### src/rtl/spi_seq_pkg.sv
package spi_seq_pkg;

  typedef enum logic [2:0] {
    ST_IDLE,
    ST_SETUP,
    ST_XFER,
    ST_HELD,
    ST_GAP,
    ST_REL,
    ST_REST
  } seq_st_e;

  localparam logic [1:0] POLICY_HOLD = 2'd2;
  localparam logic [1:0] POLICY_OFF  = 2'd3;

  function automatic logic cs_on_in(seq_st_e s);
    return (s == ST_SETUP) || (s == ST_XFER) || (s == ST_HELD) ||
           (s == ST_GAP) || (s == ST_REL);
  endfunction

endpackage

### src/rtl/spi_seq_tick.sv
module spi_seq_tick #(
  parameter int DIVW = 12,
  parameter int HW   = 10
) (
  input  logic            clk,
  input  logic            rst,
  input  logic            clr,
  input  logic [DIVW-1:0] div,
  output logic            tick,
  output logic [HW-1:0]   hcnt
);
  logic [DIVW-1:0] cnt_q;
  logic [HW-1:0]   hcnt_q;

  always_ff @(posedge clk) begin
    if (rst || clr) begin
      cnt_q  <= '0;
      hcnt_q <= '0;
    end else if (cnt_q == div) begin
      cnt_q  <= '0;
      hcnt_q <= hcnt_q + 1'b1;
    end else begin
      cnt_q <= cnt_q + 1'b1;
    end
  end

  assign tick = (cnt_q == div);
  assign hcnt = hcnt_q;
endmodule

### src/rtl/spi_seq_sckgen.sv
module spi_seq_sckgen (
  input  logic clk,
  input  logic rst,
  input  logic pol,
  input  logic pha,
  input  logic in_xfer,
  input  logic edge_en,
  input  logic edge_odd,
  output logic sck,
  output logic smp,
  output logic lch
);
  always_ff @(posedge clk) begin
    if (rst) begin
      sck <= 1'b0;
      smp <= 1'b0;
      lch <= 1'b0;
    end else begin
      smp <= 1'b0;
      lch <= 1'b0;
      if (edge_en) begin
        sck <= ~sck;
        smp <= (edge_odd == pha);
        lch <= (edge_odd != pha);
      end else if (!in_xfer) begin
        sck <= pol;
      end
    end
  end
endmodule

### src/rtl/spi_seq_csdrv.sv
module spi_seq_csdrv #(
  parameter int NCS  = 4,
  parameter int SELW = 2
) (
  input  logic            clk,
  input  logic            rst,
  input  logic            drive,
  input  logic [SELW-1:0] sel,
  input  logic [NCS-1:0]  idle,
  output logic [NCS-1:0]  cs
);
  for (genvar i = 0; i < NCS; i++) begin : g_line
    always_ff @(posedge clk) begin
      if (rst) cs[i] <= 1'b1;
      else     cs[i] <= idle[i] ^ (drive && (sel == SELW'(i)));
    end
  end
endmodule

### src/rtl/spi_sck_cs_seq.sv
module spi_sck_cs_seq
  import spi_seq_pkg::*;
#(
  parameter int NCS  = 4,
  parameter int DIVW = 12,
  parameter int DLYW = 8,
  parameter int LENW = 4,
  localparam int SELW = (NCS > 1) ? $clog2(NCS) : 1
) (
  input  logic            clk,
  input  logic            rst,
  input  logic [DIVW-1:0] cfg_div,
  input  logic [1:0]      cfg_clk_mode,
  input  logic [SELW-1:0] cfg_cs_sel,
  input  logic [NCS-1:0]  cfg_cs_idle,
  input  logic [1:0]      cfg_cs_policy,
  input  logic [DLYW-1:0] cfg_dly_setup,
  input  logic [DLYW-1:0] cfg_dly_release,
  input  logic [DLYW-1:0] cfg_dly_rest,
  input  logic [DLYW-1:0] cfg_dly_gap,
  input  logic [LENW-1:0] cfg_frame_bits,
  input  logic            frm_req,
  output logic            frm_ack,
  output logic            frm_done,
  output logic            sck_o,
  output logic [NCS-1:0]  cs_o,
  output logic            sh_sample,
  output logic            sh_launch
);
  localparam int HW = ((DLYW > LENW) ? DLYW : LENW) + 2;

  seq_st_e st_q, st_nxt;
  logic [SELW-1:0] sel_q, sel_nxt;
  logic [HW-1:0] tgt, hcnt;
  logic tick, last, accept, hold_pol, edge_en;
  logic ack_q, done_q;
  seq_st_e after_rel;

  spi_seq_tick #(.DIVW(DIVW), .HW(HW)) u_tick (
    .clk(clk), .rst(rst), .clr(st_nxt != st_q), .div(cfg_div),
    .tick(tick), .hcnt(hcnt)
  );

  always_comb begin
    case (st_q)
      ST_SETUP: tgt = HW'(cfg_dly_setup) << 1;
      ST_GAP:   tgt = HW'(cfg_dly_gap) << 1;
      ST_REL:   tgt = HW'(cfg_dly_release) << 1;
      ST_REST:  tgt = HW'(cfg_dly_rest) << 1;
      ST_XFER:  tgt = (cfg_frame_bits == '0) ? (HW'(1) << (LENW + 1))
                                             : (HW'(cfg_frame_bits) << 1);
      default:  tgt = '0;
    endcase
  end

  assign last      = tick && (hcnt == tgt - 1'b1);
  assign hold_pol  = (cfg_cs_policy == POLICY_HOLD);
  assign after_rel = (cfg_dly_rest != '0) ? ST_REST : ST_IDLE;

  always_comb begin
    st_nxt = st_q;
    accept = 1'b0;
    case (st_q)
      ST_IDLE:
        if (frm_req) begin
          accept = 1'b1;
          st_nxt = (cfg_dly_setup != '0) ? ST_SETUP : ST_XFER;
        end
      ST_SETUP, ST_GAP:
        if (last) st_nxt = ST_XFER;
      ST_XFER:
        if (last) begin
          if (hold_pol)                  st_nxt = ST_HELD;
          else if (cfg_dly_release != '0) st_nxt = ST_REL;
          else                           st_nxt = after_rel;
        end
      ST_HELD:
        if (frm_req) begin
          accept = 1'b1;
          st_nxt = (cfg_dly_gap != '0) ? ST_GAP : ST_XFER;
        end else if (!hold_pol) begin
          st_nxt = (cfg_dly_release != '0) ? ST_REL : after_rel;
        end
      ST_REL:
        if (last) st_nxt = after_rel;
      ST_REST:
        if (last) st_nxt = ST_IDLE;
      default: st_nxt = ST_IDLE;
    endcase
  end

  assign sel_nxt = (accept && st_q == ST_IDLE) ? cfg_cs_sel : sel_q;
  assign edge_en = (st_q == ST_XFER) && tick;

  always_ff @(posedge clk) begin
    if (rst) begin
      st_q   <= ST_IDLE;
      sel_q  <= '0;
      ack_q  <= 1'b0;
      done_q <= 1'b0;
    end else begin
      st_q   <= st_nxt;
      sel_q  <= sel_nxt;
      ack_q  <= accept;
      done_q <= edge_en && last;
    end
  end

  spi_seq_sckgen u_sck (
    .clk(clk), .rst(rst), .pol(cfg_clk_mode[1]), .pha(cfg_clk_mode[0]),
    .in_xfer(st_q == ST_XFER), .edge_en(edge_en), .edge_odd(hcnt[0]),
    .sck(sck_o), .smp(sh_sample), .lch(sh_launch)
  );

  spi_seq_csdrv #(.NCS(NCS), .SELW(SELW)) u_cs (
    .clk(clk), .rst(rst),
    .drive(cs_on_in(st_nxt) && (cfg_cs_policy != POLICY_OFF)),
    .sel(sel_nxt), .idle(cfg_cs_idle), .cs(cs_o)
  );

  assign frm_ack  = ack_q;
  assign frm_done = done_q;
endmodule

### config.mk
export PLATFORM = sky130hd
export DESIGN_NAME = spi_sck_cs_seq
export DESIGN_NICKNAME = d
export VERILOG_FILES = /design/src/rtl/spi_seq_pkg.sv /design/src/rtl/spi_seq_tick.sv /design/src/rtl/spi_seq_sckgen.sv /design/src/rtl/spi_seq_csdrv.sv /design/src/rtl/spi_sck_cs_seq.sv
export SDC_FILE = /design/constraint.sdc
export NUM_CORES = 1
export LEC_CHECK = 0
export BUFFER_PORTS_ARGS = -buffer_cell sky130_fd_sc_hd__clkbuf_2
export CORE_MARGIN = 3
export CORE_UTILIZATION = 54
export DETAILED_ROUTE_END_ITERATION = 12
export PLACE_DENSITY_LB_ADDON = 0.3
export SLEW_MARGIN = 10
export SYNTH_ARGS = -nofsm -noshare
export SYNTH_HDL_FRONTEND = slang
export SYNTH_HIERARCHICAL = 1
export SYNTH_SLANG_ARGS = --single-unit
export TNS_END_PERCENT = 30
### constraint.sdc
create_clock -name clk -period 4.9 [get_ports clk]
set_input_delay 0.245 -clock clk [delete_from_list [all_inputs] [get_ports clk]]
set_output_delay 0.245 -clock clk [all_outputs]
set_load 0.005 [all_outputs]
# Word level (Yosys, flattened, before mapping)
# Cells that the tools add are included.
[word_totals] ff_bits=36 input_bits=61 out_inout_bits=9 wordCells=89
[op_classes] add_sub_neg=3 n_eq_ne=22 muxes=20 bitwise=6 n_reduce_logical=25
[ops] op="case mux 10 bit (5 select lines)" n=1
[ops] op="two-way mux 3 bit" n=11
[ops] op="nonzero test 8 bit" n=4
[ops] op="case mux 3 bit (6 select lines)" n=1
[ops] op="== test 3 bit, second input constant" n=5
[ops] op="adder 12 x 1 -> 12 bit, second input constant" n=1
[ops] op="== test 12 bit" n=1
[ops] op="== test 3 x 2 -> 1 bit, second input constant" n=4
[ops] op="adder 10 x 1 -> 10 bit, second input constant" n=1
[ops] op="== test 10 bit" n=1
[ops] op="subtractor 10 x 1 -> 10 bit, second input constant" n=1
[ops] op="logical AND 1 bit" n=9
[ops] op="OR reduction 2 bit" n=4
[ops] op="== test 2 bit, second input constant" n=3
[ops] op="== test 3 x 1 -> 1 bit, second input constant" n=2
[ops] op="two-way mux 6 bit" n=1
[ops] op="logical OR 1 bit" n=5
[ops] op="zero test 4 bit" n=1
[ops] op="two-way mux 1 bit" n=4
[ops] op="two-way mux 2 bit" n=2
[ops] op="!= test 2 bit, second input constant" n=2
[ops] op="bitwise XOR 1 bit" n=4
[ops] op="zero test 3 bit" n=1
[ops] op="!= test 3 bit" n=1
[ops] op="other kinds (5)" n=6

# Depth between registers and ports, before layout
[depth] ltp_word=16 mapped_depth=21

# Hierarchy
# The synthesis kept the hierarchy.
[modules_own_cells] mod="spi_sck_cs_seq" instances=1 cells_each=188 area_per_inst_um2=1345.0 seq_area_each_um2=140.1
[modules_own_cells] mod="spi_seq_tick" instances=1 cells_each=123 area_per_inst_um2=1059.8 seq_area_each_um2=440.4
[modules_own_cells] mod="spi_seq_csdrv" instances=1 cells_each=19 area_per_inst_um2=190.2 seq_area_each_um2=80.1
[modules_own_cells] mod="spi_seq_sckgen" instances=1 cells_each=10 area_per_inst_um2=118.9 seq_area_each_um2=60.1

# Worst setup path before layout
# Ideal clock, no wire load.
[synth_timing] path_kind="reg2reg" from="reg st_q[1]" to="reg u_cs.cs[3]" setup_ns=0.114 t_arrival_ns=3.684 required_time_ns=4.786 path_slack_ns=1.102 stages_incl_launch_ff=17 path_buffers=3 synth_period_minus_slack_ns=3.798 path_cell_list="dfxtp_1 -> buf_4 -> nor2b_1 -> a311o_2 -> clkinv_4 -> ha_1 -> clkbuf_1 -> or4_1 -> a31oi_1 -> o221ai_2 -> or2_0 -> buf_2 -> a311oi_2 -> nand4bb_1 -> o211a_1 -> a31o_1 -> a21o_1"
[synth_via] elab_chain_cells=15
[synth_rtl] element="from (decl)" line_no="spi_sck_cs_seq.sv:32" text="seq_st_e st_q, st_nxt;"
[synth_rtl] element="from (signal assigned)" line_no="spi_sck_cs_seq.sv:102" text="st_q <= st_nxt;"
[synth_rtl] element="== test 3 x 2 -> 1 bit, or another cell as far along" line_no="spi_sck_cs_seq.sv:45, spi_sck_cs_seq.sv:63"
[synth_rtl] element="case mux 10 bit (5 select lines)" line_no="spi_sck_cs_seq.sv:45" text="case (st_q)"
[synth_rtl] element="subtractor 10 x 1 -> 10 bit" line_no="spi_sck_cs_seq.sv:56" text="assign last = tick && (hcnt == tgt - 1'b1);"
[synth_rtl] element="== test 10 bit" line_no="spi_sck_cs_seq.sv:56"
[synth_rtl] element="logical AND 1 bit" line_no="spi_sck_cs_seq.sv:56"
[synth_rtl] element="two-way mux 3 bit (on tied branches)"
[synth_rtl] element="case mux 3 bit (6 select lines)" line_no="spi_sck_cs_seq.sv:63" text="case (st_q)"
[synth_rtl] element="== test 3 x 1 -> 1 bit / == test 3 x 2 -> 1 bit (equally long branches)" line_no="spi_seq_pkg.sv:17" text="return (s == ST_SETUP) || (s == ST_XFER) || (s == ST_HELD) ||"
[synth_rtl] element="logical OR 1 bit (3 in a row)" line_no="spi_seq_pkg.sv:17"
[synth_rtl] element="logical OR 1 bit" line_no="spi_seq_pkg.sv:18" text="(s == ST_GAP) || (s == ST_REL);"
[synth_rtl] element="logical AND 1 bit" line_no="spi_sck_cs_seq.sv:117" text=".drive(cs_on_in(st_nxt) && (cfg_cs_policy != POLICY_OFF)),"
[synth_rtl] element="logical AND 1 bit *" line_no="spi_seq_csdrv.sv:15" text="else cs[i] <= idle[i] ^ (drive && (sel == SELW'(i)));"
[synth_rtl] element="bitwise XOR 1 bit *" line_no="spi_seq_csdrv.sv:15"
[synth_rtl] element="to (signal, indexed assignment)" line_no="spi_seq_csdrv.sv:15"
[synth_rtl] element="to (decl)" line_no="spi_seq_csdrv.sv:10" text="output logic [NCS-1:0] cs"
# Mark *: on every way between the ends. The rest lies on a longest branch, timed or not.
# A chain may end at the register's enable or synchronous reset.

# Worst setup path after layout
[layout_timing] from="reg st_q[0]" to="reg u_tick.cnt_q[8]"
[layout_via] elab_chain_cells=10
[layout_rtl] element="== test 3 x 2 -> 1 bit, or another cell as far along" line_no="spi_sck_cs_seq.sv:45, spi_sck_cs_seq.sv:63"
[layout_rtl] element="case mux 10 bit (5 select lines)" line_no="spi_sck_cs_seq.sv:45"
[layout_rtl] element="subtractor 10 x 1 -> 10 bit" line_no="spi_sck_cs_seq.sv:56"
[layout_rtl] element="== test 10 bit" line_no="spi_sck_cs_seq.sv:56"
[layout_rtl] element="logical AND 1 bit" line_no="spi_sck_cs_seq.sv:56"
[layout_rtl] element="two-way mux 3 bit (on tied branches)"
[layout_rtl] element="case mux 3 bit (6 select lines)" line_no="spi_sck_cs_seq.sv:63"
[layout_rtl] element="!= test 3 bit *" line_no="spi_sck_cs_seq.sv:40" text=".clk(clk), .rst(rst), .clr(st_nxt != st_q), .div(cfg_div),"
[layout_rtl] element="logical OR 1 bit *" line_no="spi_seq_tick.sv:16" text="if (rst || clr) begin"
[layout_rtl] element="OR reduction 2 bit (no source line) *"
[layout_rtl] element="to (signal assigned)" line_no="spi_seq_tick.sv:23" text="cnt_q <= cnt_q + 1'b1;"
[layout_rtl] element="to (decl)" line_no="spi_seq_tick.sv:12" text="logic [DIVW-1:0] cnt_q;"
# Marks and branches as above.

==> out/results.txt <==
Hold Violations, Final: 0
Fin cells: 473
Crit path max-delay cell type: dfxtp_1
Via/cell ratio: 5.79
Cell Int Power: 0.000476 W
Io pins: 70
Post-synth EDFFs: 0
Die area: 5910 sq um
Highest Signal Layer: met4
Total negative slack: 0 ns
Clock power frac: 34.5%
# clock sinks: 36
Placer congestion estimate: 0.957
Largest buffer count on any clock path: 2
Flop pwr share: 46.2%
Cts hold-fix bufs: 0
Post-CTS resize count: 0
Max IR drop VDD: 0.000182 V
Synth Area in Compound Gates: 18.5%
Final setup violation count: 0
Min-Delay Path Class: in -> reg
Buffers added on ports: 69
HPWL Detailed: 5230 um
Synthesized instance count: 340
Adder-cell area share of the yosys netlist: 1.38%
GRT Overall Usage: 22.9%
Static leakage: 1.26 nW
Post-synthesis cell type count: 69
Hold_ws: 0.215 ns
Core Region: 4790 sq um
Ant diodes: 0
Post-DRT Antenna Nets: 0
PwrDens: 208 nW/um^2
# Post-CTS Setup Buffers: 0
GR Overflow Total: 0
Max Clock Freq: 0.232 GHz
Starting density of the core: 56.7%
WP data required: 5.13 ns
Main synth FF type: dfxtp_1
Worst setup EP type: flop
Yosys reg bits: 36
Overall power after layout: 0.000664 W
Max-slew headroom: 53.3%
Pre-CTS setup slack: 0.714 ns
Fraction of layout cells with a size suffix above 1: 25.1%
Nature of the critical path startpoint: flop
Sequential cell area fraction in the yosys report: 26.6%
Final nets: 469
Initial antenna violation count: 0
Row cnt: 25
Syn Nets: 404
Area added between synthesis and finish: 17.4%
Clock insertion delay at the later pin of the skew report: 0.29 ns
Clock skew: 0.00486 ns
WL met3: 383 um
Post-Place Cells: 465
RSZ-0062 raised after global routing: false
Total Routed Length: 6690 um
Metal2 WL: 3150 um
Ys Warns: 6
Vias in the first global route: 2585
Run status: completed
H-tree depth: 2
Vias after detailed routing: 2738
Largest net degree at the start of global routing: 23
Worst-path maximum fanout: 22
Die H: 76.9 um
Min cycle time layout: 4.31 ns
Wire length on met1: 3060 um
Combinational Power Share: 19.3%
Slew @ Worst Pin: 0.699 ns
Syn avg cell area: 7.98 sq um
Proportion of synthesized area in mux cells: 6.50%
First-pass GRT wire length: 11300 um
Fillers: 441
Max-slew violations: 0
DRT Pass-1 Iters: 5
Max-cap viol count: 0
Async S/R FF share, synth: 0%
Iteration-0 DRC Markers: 200
Critical path class: reg -> reg
Root Driver: clkbuf_8
TritonCTS clock tree: done
Final period utilization: 87.9%
Worst path arrival time: 4.54 ns
Final setup margin: 0.594 ns
Switching share of power: 28.3%
DRC violation count after routing: 0
Post-Synth XOR/XNOR Area: 10.7%
Psw: 0.000188 W
Post-Syn Area: 2710 sq um
Worst-path clk slew: 0.08 ns
Worst path cell trace: nand2b_1, nor2_1, a311o_2, clkinv_4, ha_1, inv_1, o21ai_0, a211o_1, a31oi_1, o221ai_2, or2_0, o21ai_0, a221oi_1, o21ai_0, nor2_1, nand2_1, nor2_1
Wire per inst: 14.1 um
Chip Width: 76.9 um
Largest family of logic cells by synthesized area: simple AND/OR/NAND/NOR gates
Simple-gate portion of the synthesized area: 31.7%
CTS buffer count: 5
Largest stage delay on the critical path: 0.78 ns
[synthesized netlist by cell type (all sizes together), types with 3 or more instances]
library cell | n | share of area, %
inv | 10 | 1.4
nor3 | 10 | 1.8
dfxtp | 36 | 27
clkbuf | 7 | 0.97
xor2 | 9 | 2.9
a21oi | 20 | 4.1
mux2 | 5 | 2.1
nor2b | 9 | 2.1
mux2i | 12 | 4.4
ha | 3 | 1.4
o31ai | 3 | 0.83
nand3 | 15 | 3.0
nand2b | 6 | 1.4
or4 | 5 | 1.4
a211oi | 3 | 0.83
xnor2 | 24 | 7.7
nand2 | 25 | 3.6
nor4 | 13 | 3.0
o21ai | 16 | 3.0
o211ai | 3 | 1.0
buf | 8 | 2.1
nor2 | 29 | 4.0
nand4 | 7 | 1.6
nand3b | 4 | 1.1
and3 | 8 | 1.8
nor3b | 3 | 1.0
and2 | 4 | 0.92
or2 | 4 | 0.92
or3 | 4 | 0.92
[state kept, by name, summed over array words and instances (netlist names), 2 cells and up]
| name | cells |
|---|---|
| sel_q | 2 |
| st_q | 3 |
| u_cs/cs | 4 |
| u_tick/cnt_q | 12 |
| u_tick/hcnt | 10 |
[worst max-delay path: cells and delay by family, from the launching register on]
| kind | cells | cell delay [ns] |
|---|---|---|
| flops | 1 | 0.78 |
| compound gates | 8 | 1.57 |
| fa+ha+maj | 1 | 0.31 |
| simple gates | 6 | 1.35 |
| buf+inv | 2 | 0.21 |
[routing by layer]
| metal | global-route usage (%) | up-vias |
|---|---|---|
| li1 | - | 1377 |
| met1 | 29.2 | 1261 |
| met2 | 38.4 | 90 |
| met3 | 4.11 | 10 |
| met4 | 8.51 | 0 |
| met5 | 0 | - |
[power by group through the flow]
stage	clock network, W	registers [W]	logic (W)
after global placement	0	0.000314	0.000124
after detailed placement	0	0.000314	0.000127
after floorplan	0	0.000311	0.0000804
after global routing	0.000252	0.000308	0.000142
after CTS	0.000237	0.000307	0.000128
final	0.000229	0.000307	0.000128
[cell usage in the layout (no fill, tap or decap), types with 4 or more instances in the layout]
master / n
nor2b_1: 9
nand4_1: 7
xor2_1: 9
or3_1: 4
buf_4: 4
mux2_2: 5
o21ai_0: 16
clkbuf_8: 6
and3_1: 8
nand2_1: 24
inv_1: 9
nor4_1: 13
dfxtp_1: 36
mux2i_1: 12
xnor2_1: 24
nand3b_1: 4
or4_1: 5
nor3_1: 10
nor2_1: 29
nand3_1: 14
clkbuf_2: 69
and2_1: 4
nand2b_1: 6
a21oi_1: 19
[final cells by class]
| cell class | count | area [sq um] | area share, % |
|---|---|---|---|
| Multi-Input combinational cell | 278 | 1860 | 58.5 |
| Tap cell | 67 | 83.8 | 2.63 |
| Clock inverter | 2 | 13.8 | 0.432 |
| Sequential cell | 36 | 721 | 22.6 |
| Timing Repair Buffer | 73 | 375 | 11.8 |
| Inverter | 11 | 46.3 | 1.45 |
| Clock buffer | 6 | 82.6 | 2.59 |
[stage by stage]
| step | area, sq um | util, % |
|---|---|---|
| after floorplan | 2710 | - |
| after global placement | 3090 | 64.6 |
| after detailed placement | 3090 | 64.6 |
| after CTS | 3190 | 66.6 |
| after global routing | 3190 | 66.6 |
| final | 3190 | 66.6 |
[kinds of logic (layout without fill, tap and decap cells)]
logic type | Yosys count | count (layout)
AND/OR/NAND/NOR | 155 | 155
flip-flops | 36 | 36
AO/OA/AOI/OAI | 70 | 70
multiplexers | 17 | 17
XOR/XNOR | 33 | 33
adder cells (fa/ha/maj) | 3 | 3
buffers and inverters | 26 | 92
[final timing paths]
check	end	slack, ns	depth (start not counted)	start
hold reg to reg	u_tick/cnt_q[0]$_SDFF_PP0_	0.48	1	u_tick/cnt_q[0]$_SDFF_PP0_
hold / removal	u_cs/cs[0]$_SDFF_PP1_	0.22	3	cfg_cs_idle[0]
setup / recovery	u_tick/cnt_q[8]$_SDFF_PP0_	0.59	17	st_q[0]$_SDFF_PP0_
setup reg to reg	u_tick/cnt_q[8]$_SDFF_PP0_	0.59	17	st_q[0]$_SDFF_PP0_
Note: power is estimated with default switching activity, not from simulation.
